===== config.mk =====
export PLATFORM = sky130hd
export DESIGN_NAME = flow_hash_v4
export DESIGN_NICKNAME = d
export VERILOG_FILES = /design/src/rtl/fh_pkg.sv /design/src/rtl/fh_mix.sv /design/src/rtl/fh_fold.sv /design/src/rtl/flow_hash_v4.sv
export SDC_FILE = /design/constraint.sdc
export NUM_CORES = 1
export LEC_CHECK = 0
export ABC_AREA = 1
export CORE_MARGIN = 2
export CORE_UTILIZATION = 25
export CTS_CLUSTER_DIAMETER = 80
export DETAILED_ROUTE_END_ITERATION = 10
export GPL_TIMING_DRIVEN = 0
export HOLD_SLACK_MARGIN = 0.1
export PLACE_DENSITY = 0.66
export SLEW_MARGIN = 20
export SYNTH_ARGS = -nofsm -noshare
export SYNTH_HDL_FRONTEND = slang
export SYNTH_SLANG_ARGS = --single-unit

===== constraint.sdc =====
create_clock -name clk_i -period 1.5 [get_ports clk_i]
set_input_delay 0.15 -clock clk_i [delete_from_list [all_inputs] [get_ports clk_i]]
set_output_delay 0.15 -clock clk_i [all_outputs]
set_load 0.02 [all_outputs]

===== src/rtl/fh_pkg.sv =====
package fh_pkg;
  parameter int unsigned ADDR_W = 32;
  parameter int unsigned PORT_W = 16;
  parameter int unsigned HASH_W = 11;
  parameter int unsigned ROT_B  = 8;
  parameter int unsigned FOLD_SH = 16;
  parameter int unsigned FOLD_MW = 20;
  localparam int unsigned IDX_W = HASH_W + 1;

  typedef logic [ADDR_W-1:0] word_t;
  typedef logic [HASH_W-1:0] hash_t;
  typedef logic [IDX_W-1:0]  idx_t;
endpackage


===== src/rtl/fh_mix.sv =====
module fh_mix
  import fh_pkg::*;
(
  input  logic [PORT_W-1:0] sport_i,
  input  logic [PORT_W-1:0] dport_i,
  input  word_t             opa_i,   // destination address
  input  word_t             opb_i,   // source address
  output word_t             mix_o
);
  word_t ports, sel, rot;

  assign ports = {sport_i, dport_i};
  assign sel   = (ports & opa_i) | (~ports & opb_i);

  // byte rotate left, built bit by bit
  for (genvar i = 0; i < ADDR_W; i++) begin : g_rot
    assign rot[(i + ROT_B) % ADDR_W] = sel[i];
  end

  assign mix_o = ports ^ opa_i ^ opb_i ^ rot;
endmodule


===== src/rtl/fh_fold.sv =====
module fh_fold
  import fh_pkg::*;
(
  input  word_t mix_i,
  output idx_t  idx_o
);
  localparam word_t LOW_MASK = word_t'((64'd1 << FOLD_MW) - 64'd1);

  word_t folded;
  hash_t hash;

  assign folded = (mix_i >> FOLD_SH) ^ (mix_i & LOW_MASK);
  assign hash   = folded[HASH_W-1:0];
  assign idx_o  = {hash, 1'b0};
endmodule


===== src/rtl/flow_hash_v4.sv =====
module flow_hash_v4
  import fh_pkg::*;
(
  input  logic              clk_i,
  input  logic              rst_ni,
  input  logic              tuple_valid_i,
  input  logic [ADDR_W-1:0] src_ip_i,
  input  logic [ADDR_W-1:0] dst_ip_i,
  input  logic [PORT_W-1:0] src_port_i,
  input  logic [PORT_W-1:0] dst_port_i,
  output logic              idx_valid_o,
  output logic [IDX_W-1:0]  idx_o
);
  word_t mix;
  idx_t  idx_d;

  // operands deliberately crossed: A = destination, B = source
  fh_mix u_mix (
    .sport_i (src_port_i),
    .dport_i (dst_port_i),
    .opa_i   (dst_ip_i),
    .opb_i   (src_ip_i),
    .mix_o   (mix)
  );

  fh_fold u_fold (
    .mix_i (mix),
    .idx_o (idx_d)
  );

  always_ff @(posedge clk_i or negedge rst_ni) begin
    if (!rst_ni) begin
      idx_valid_o <= 1'b0;
      idx_o       <= '0;
    end else begin
      idx_valid_o <= tuple_valid_i;
      if (tuple_valid_i) idx_o <= idx_d;
    end
  end

  p_valid_follow_r7: assert property (@(posedge clk_i) disable iff (!rst_ni)
    tuple_valid_i |=> idx_valid_o);
  p_valid_idle_r7: assert property (@(posedge clk_i) disable iff (!rst_ni)
    !tuple_valid_i |=> !idx_valid_o);
  p_idx_hold_r9: assert property (@(posedge clk_i) disable iff (!rst_ni)
    !tuple_valid_i |=> $stable(idx_o));
  p_idx_even_r6: assert property (@(posedge clk_i) disable iff (!rst_ni)
    idx_valid_o |-> (idx_o[0] == 1'b0));
endmodule


* After elaboration in Yosys (flattened, before gate mapping)
Cells that the tools add are included.
Word-level totals: register bits after elaboration 12
Cells by class: bitwise gates (word level) 8
Operators with widths (number):
- XOR 27 bit | 3
- AND 32 bit | 2
- inverter 32 bit | 1
- bitwise OR 32 bit | 1
- XOR 11 bit | 1

* Longest topological paths before layout
depth in word-level cells 5, depth in mapped cells 11, mapped depth without buffers 11

* Hierarchy
From an unflattened synthesis, not the netlist that was laid out.
Unflattened totals: cells, all modules 574, area, all modules 2555.0 um2
Modules (own cells, without submodules):
- fh_mix | instances 1, cells each 465, area an instance 1854.3 um2, seq. area each 0.0 um2
- flow_hash_v4 | instances 1, cells each 52, area an instance 483.0 um2, seq. area each 325.3 um2
- fh_fold | instances 1, cells each 57, area an instance 217.7 um2, seq. area each 0.0 um2

* Worst setup path before layout
Ideal clock, no wire load.
path type input to register, start point input port dst_ip_i[19], end point register idx_o[4], setup time 0.117 ns, arrival time 0.760 ns, required time 1.383 ns, setup slack 0.622 ns, stages on the path 7, buffers on the path 0, path through or2_4 -> nand3_1 -> nand3_1 -> nand2_1 -> nand2_1 -> nand3_1 -> nand2_1
On the way: longest elaborated chain between the ends 4
RTL lines:
- from (decl) | line flow_hash_v4.sv:8 | input logic [ADDR_W-1:0] dst_ip_i,
- XOR 27 bit (3 in series) | line fh_mix.sv:20 | assign mix_o = ports ^ opa_i ^ opb_i ^ rot;
- XOR 11 bit | line fh_fold.sv:12 | assign folded = (mix_i >> FOLD_SH) ^ (mix_i & LOW_MASK);
- to (signal assigned) | line flow_hash_v4.sv:37 | if (tuple_valid_i) idx_o <= idx_d;
- to (decl) | line flow_hash_v4.sv:12 | output logic [IDX_W-1:0] idx_o
Every way passes these cells. A chain may end at the register's enable or synchronous reset.

* Worst setup path after layout
start point register idx_o[9], end point output port idx_o[9]
No word-level cell between the ends.

==> results by stage <==
Floorplan:
- In this run the standard cell core region covers 8180 um2.
- The initial utilization of the core area, before any placement, comes to between 20 and 30%.
- The overall die area is 9130 um2.
- The number of rows in the core area is 33.
- Pin placement for this block handled 112 I/O pins.
- The die is 95.5 um wide.
- Measured along the y axis, the die boundary spans between 90 and 100 um.

Place:
- The number of buffer cells added on primary ports is 110.
- The half-perimeter wire length after detailed placement is 4830 um.
- Routability-driven placement finished with a final weighted congestion of 0.808.
- The setup slack after placement is 43.9 ps.
- Including well taps, the total number of placed cells is ~650.

GRT:
- The number of antenna violations at the first check in global routing is 0.
- The first global-routing pass estimated 9060 um of wire.
- Across every metal layer, demand over resource in global routing totals 12.0%.
- Entering global routing, the biggest net connects 13 pins.
- The number of global-route vias before repair was between 2,000 and 2,500.
- The global-route congestion overflow total is 0.

Drt:
- The wire length reported by the detailed router is 5560 um.
- The count of routing violations after the opening detailed-route iteration is 89.
- In the routed design, unresolved DRC markers number 0.
- Across all layers, the routed design uses 2,761 vias.
- The number of nets still failing antenna checks after routing is 0.
- The routed length per placed instance is 8.56 um.
- The pre-antenna-repair detailed-routing pass consisted of 6 iterations.
- The post-detailed-route via-to-cell ratio is between 4 and 5.

Synthesis:
- Synthesis inferred 12 register bits.
- The synthesized netlist contains 18 unique library cells.
- For this run, the leading register cell type out of synthesis is dfrtp_1.
- Counting instances in the post-synthesis netlist gives the leading cell types as nand2_1, inv_1, nand3_1.
- For this run, asynchronously set or reset flops after synthesis account for 100%.
- The dominant cell by count in the synthesized netlist is nand2_1.
- The synthesized netlist occupies a cell area of ~2100 um2.
- The synthesized design devotes to its leading area cell type 37.5% of total area.
- For this run, the number of Yosys warnings is 0.
- By area the synthesized netlist is led by nand2_1, nand3_1, inv_1, dfrtp_1, nand3b_1.
- The synthesized area per cell is 4.86 um2.
- The top cell type by total area after synthesis is nand2_1.
- The count of flip-flops with a built-in enable after synthesis is 0.
- The net count after synthesis is 530.
- The post-synthesis sequential area ratio is 14.3%.
- Synthesis handed over a netlist of 431 instances.

Clock network:
- The CTS H-tree depth is 1.
- The number of buffers inserted by hold repair at cts is 0.
- The number of clock buffers added by TritonCTS is 3.
- The count of clock tree sinks is 12.
- Clock tree synthesis selected as its root buffer the cell clkbuf_8.
- The clock passes through at most 2 buffers.
- The post-CTS resize count is 0.
- The clock latency of the later-clocked register in the worst-skew pair is 240 ps.
- The clock tree from TritonCTS is built.
- The clock-pin slew on the worst setup and hold paths is 60 ps.
- The setup fix buffers added after clock tree synthesis is 0.

Finish:
- The area growth from synthesis to layout is 61.5%.
- The final layout net count is 645.
- The proportion of layout cells with a drive suffix above 1 is 2.94%.
- After the flow finishes, the layout carries non-filler instances totaling 650.
- The count of inserted antenna diode cells is 0.

Setup path:
- The setup path with the least slack is of type reg -> out.
- STA classifies the critical path endpoint as an output port.
- Data arrives at the worst endpoint at 1220 ps.
- The critical register-to-register path startpoint is idx_o[9].
- In this run the register-to-register setup slack is 890 ps.
- The depth of the worst register-to-register path is 2.
- The critical path goes through clkdlybuf4s50_1.
- The largest individual stage delay along the critical path comes from the cell clkdlybuf4s50_1.
- The start point of the critical path is idx_o[9].
- Counting both buffers and inverters, the worst setup path holds a total of 1.
- The highest fanout seen on the critical path is 2.
- The terminus of the critical flop-to-flop path is idx_o[9].
- The most critical setup path has its endpoint at idx_o[9].
- The worst setup path is launched from a flip-flop.
- For this run, the slowest stage of the critical path takes 630 ps.
- In this run the number of cells on the critical path is 1.
- The required time at the endpoint of the critical path is 1350 ps.
- Grouping stages by cell kind, the critical path spends the most delay in buffers and inverters.

STA:
- The share of the cycle needed by the critical path after routing is between 90% and 100%.
- Setup repair after global routing left no endpoint under its margin.
- Measured against its own limit, the worst slew margin works out to between 60% and 70%.
- After layout, the worst setup slack is around 130 ps.
- The highest clock rate is 731 MHz.
- The actual transition at the worst max-transition pin is 588 ps.
- The setup skew after layout is 0 ps.
- Hold is met by 284 ps.
- Subtracting the final worst setup slack from the clock period gives approximately 1400 ps.
- The number of hold violations in the final report is 0.
- The number of max-slew violations in the final report came to 0.
- The post-route setup TNS is 0 ps.
- The number of setup violations in the final report is 0.

Run:
- The number of violations of the max-capacitance limit is 0.

Power:
- The cell leakage power is 0.00194 uW.
- Overall power consumption after layout is estimated at about 1800 uW.
- For this design the ratio of total power to cell area is 531 nW/um2.
- The maximum vdd drop is 0.353 mV.

Status:
- The run finished with clean final reports.

Min path:
- The type of the most critical hold path is in -> async.
sequential cells by signal, indices dropped and copies added (netlist names):
register     flops
idx_o           11
idx_valid_o      1
logic make-up after synthesis:
logic type	after synthesis	synth area share [%]
AOI/OAI and AO/OA	14	3.52
xor gates and xnor gates	3	1.25
other	1	0.179
and+or+nand+nor	314	64.1
DFF	12	14.3
buffers and inverters	87	16.6
power by group:
| group | internal (uW) | switching (uW) |
|---|---|---|
| Combinational | 531 | 501 |
| Clock | 232 | 125 |
| Sequential | 379 | 27.4 |
layout by cell type (no fill, tap or decap), drive strengths merged, types with 2 or more instances in the layout:
cell type,Yosys,routed
nand2,214,214
clkdlybuf4s50,0,110
inv,84,84
nand3,83,83
o21ai,14,14
dfrtp,12,12
nand3b,8,8
nor2,5,5
clkbuf,1,5
or2,3,3
xor2,2,2
buf,2,2
final cells by class:
class / instances / area, um2
fill: 870 / 4790
multi-input combinational: 332 / 1450
timing repair buffer: 110 / 1100
inverter: 84 / 315
sequential: 12 / 300
tap: 105 / 131
clock buffer: 4 / 55.1
buffer: 3 / 32.5
metrics by stage:
stage          utilization, %  area, um2
6_report                 41.4       3380
5_1_grt                  41.4       3380
4_1_cts                  41.4       3380
3_5_place_dp             40.7       3330
3_3_place_gp             40.7       3330
2_1_floorplan               -       2090
worst min path at each step:
stage	slack, ps	cells past startpoint	to	startpoint
after floorplan	-150	0	idx_o[10]	rst_ni
after global placement	460	2	idx_o[7]	idx_o[7]
after detailed placement	470	2	idx_o[10]	idx_o[10]
after CTS	300	1	idx_o[8]	rst_ni
after global routing	340	1	idx_o[8]	rst_ni
final	280	1	idx_o[7]	rst_ni
routing by layer:
layer	track usage, %	vias up	part of all wire, %	routed length, um
met3	3.16	0	8.2	459
met4	0.714	0	0	0
met2	23.0	72	48	2670
li1	-	1551	-	-
met5	0	-	0	0
met1	13.8	1138	44	2430
No activity file was read; power rests on OpenSTA's default activity.
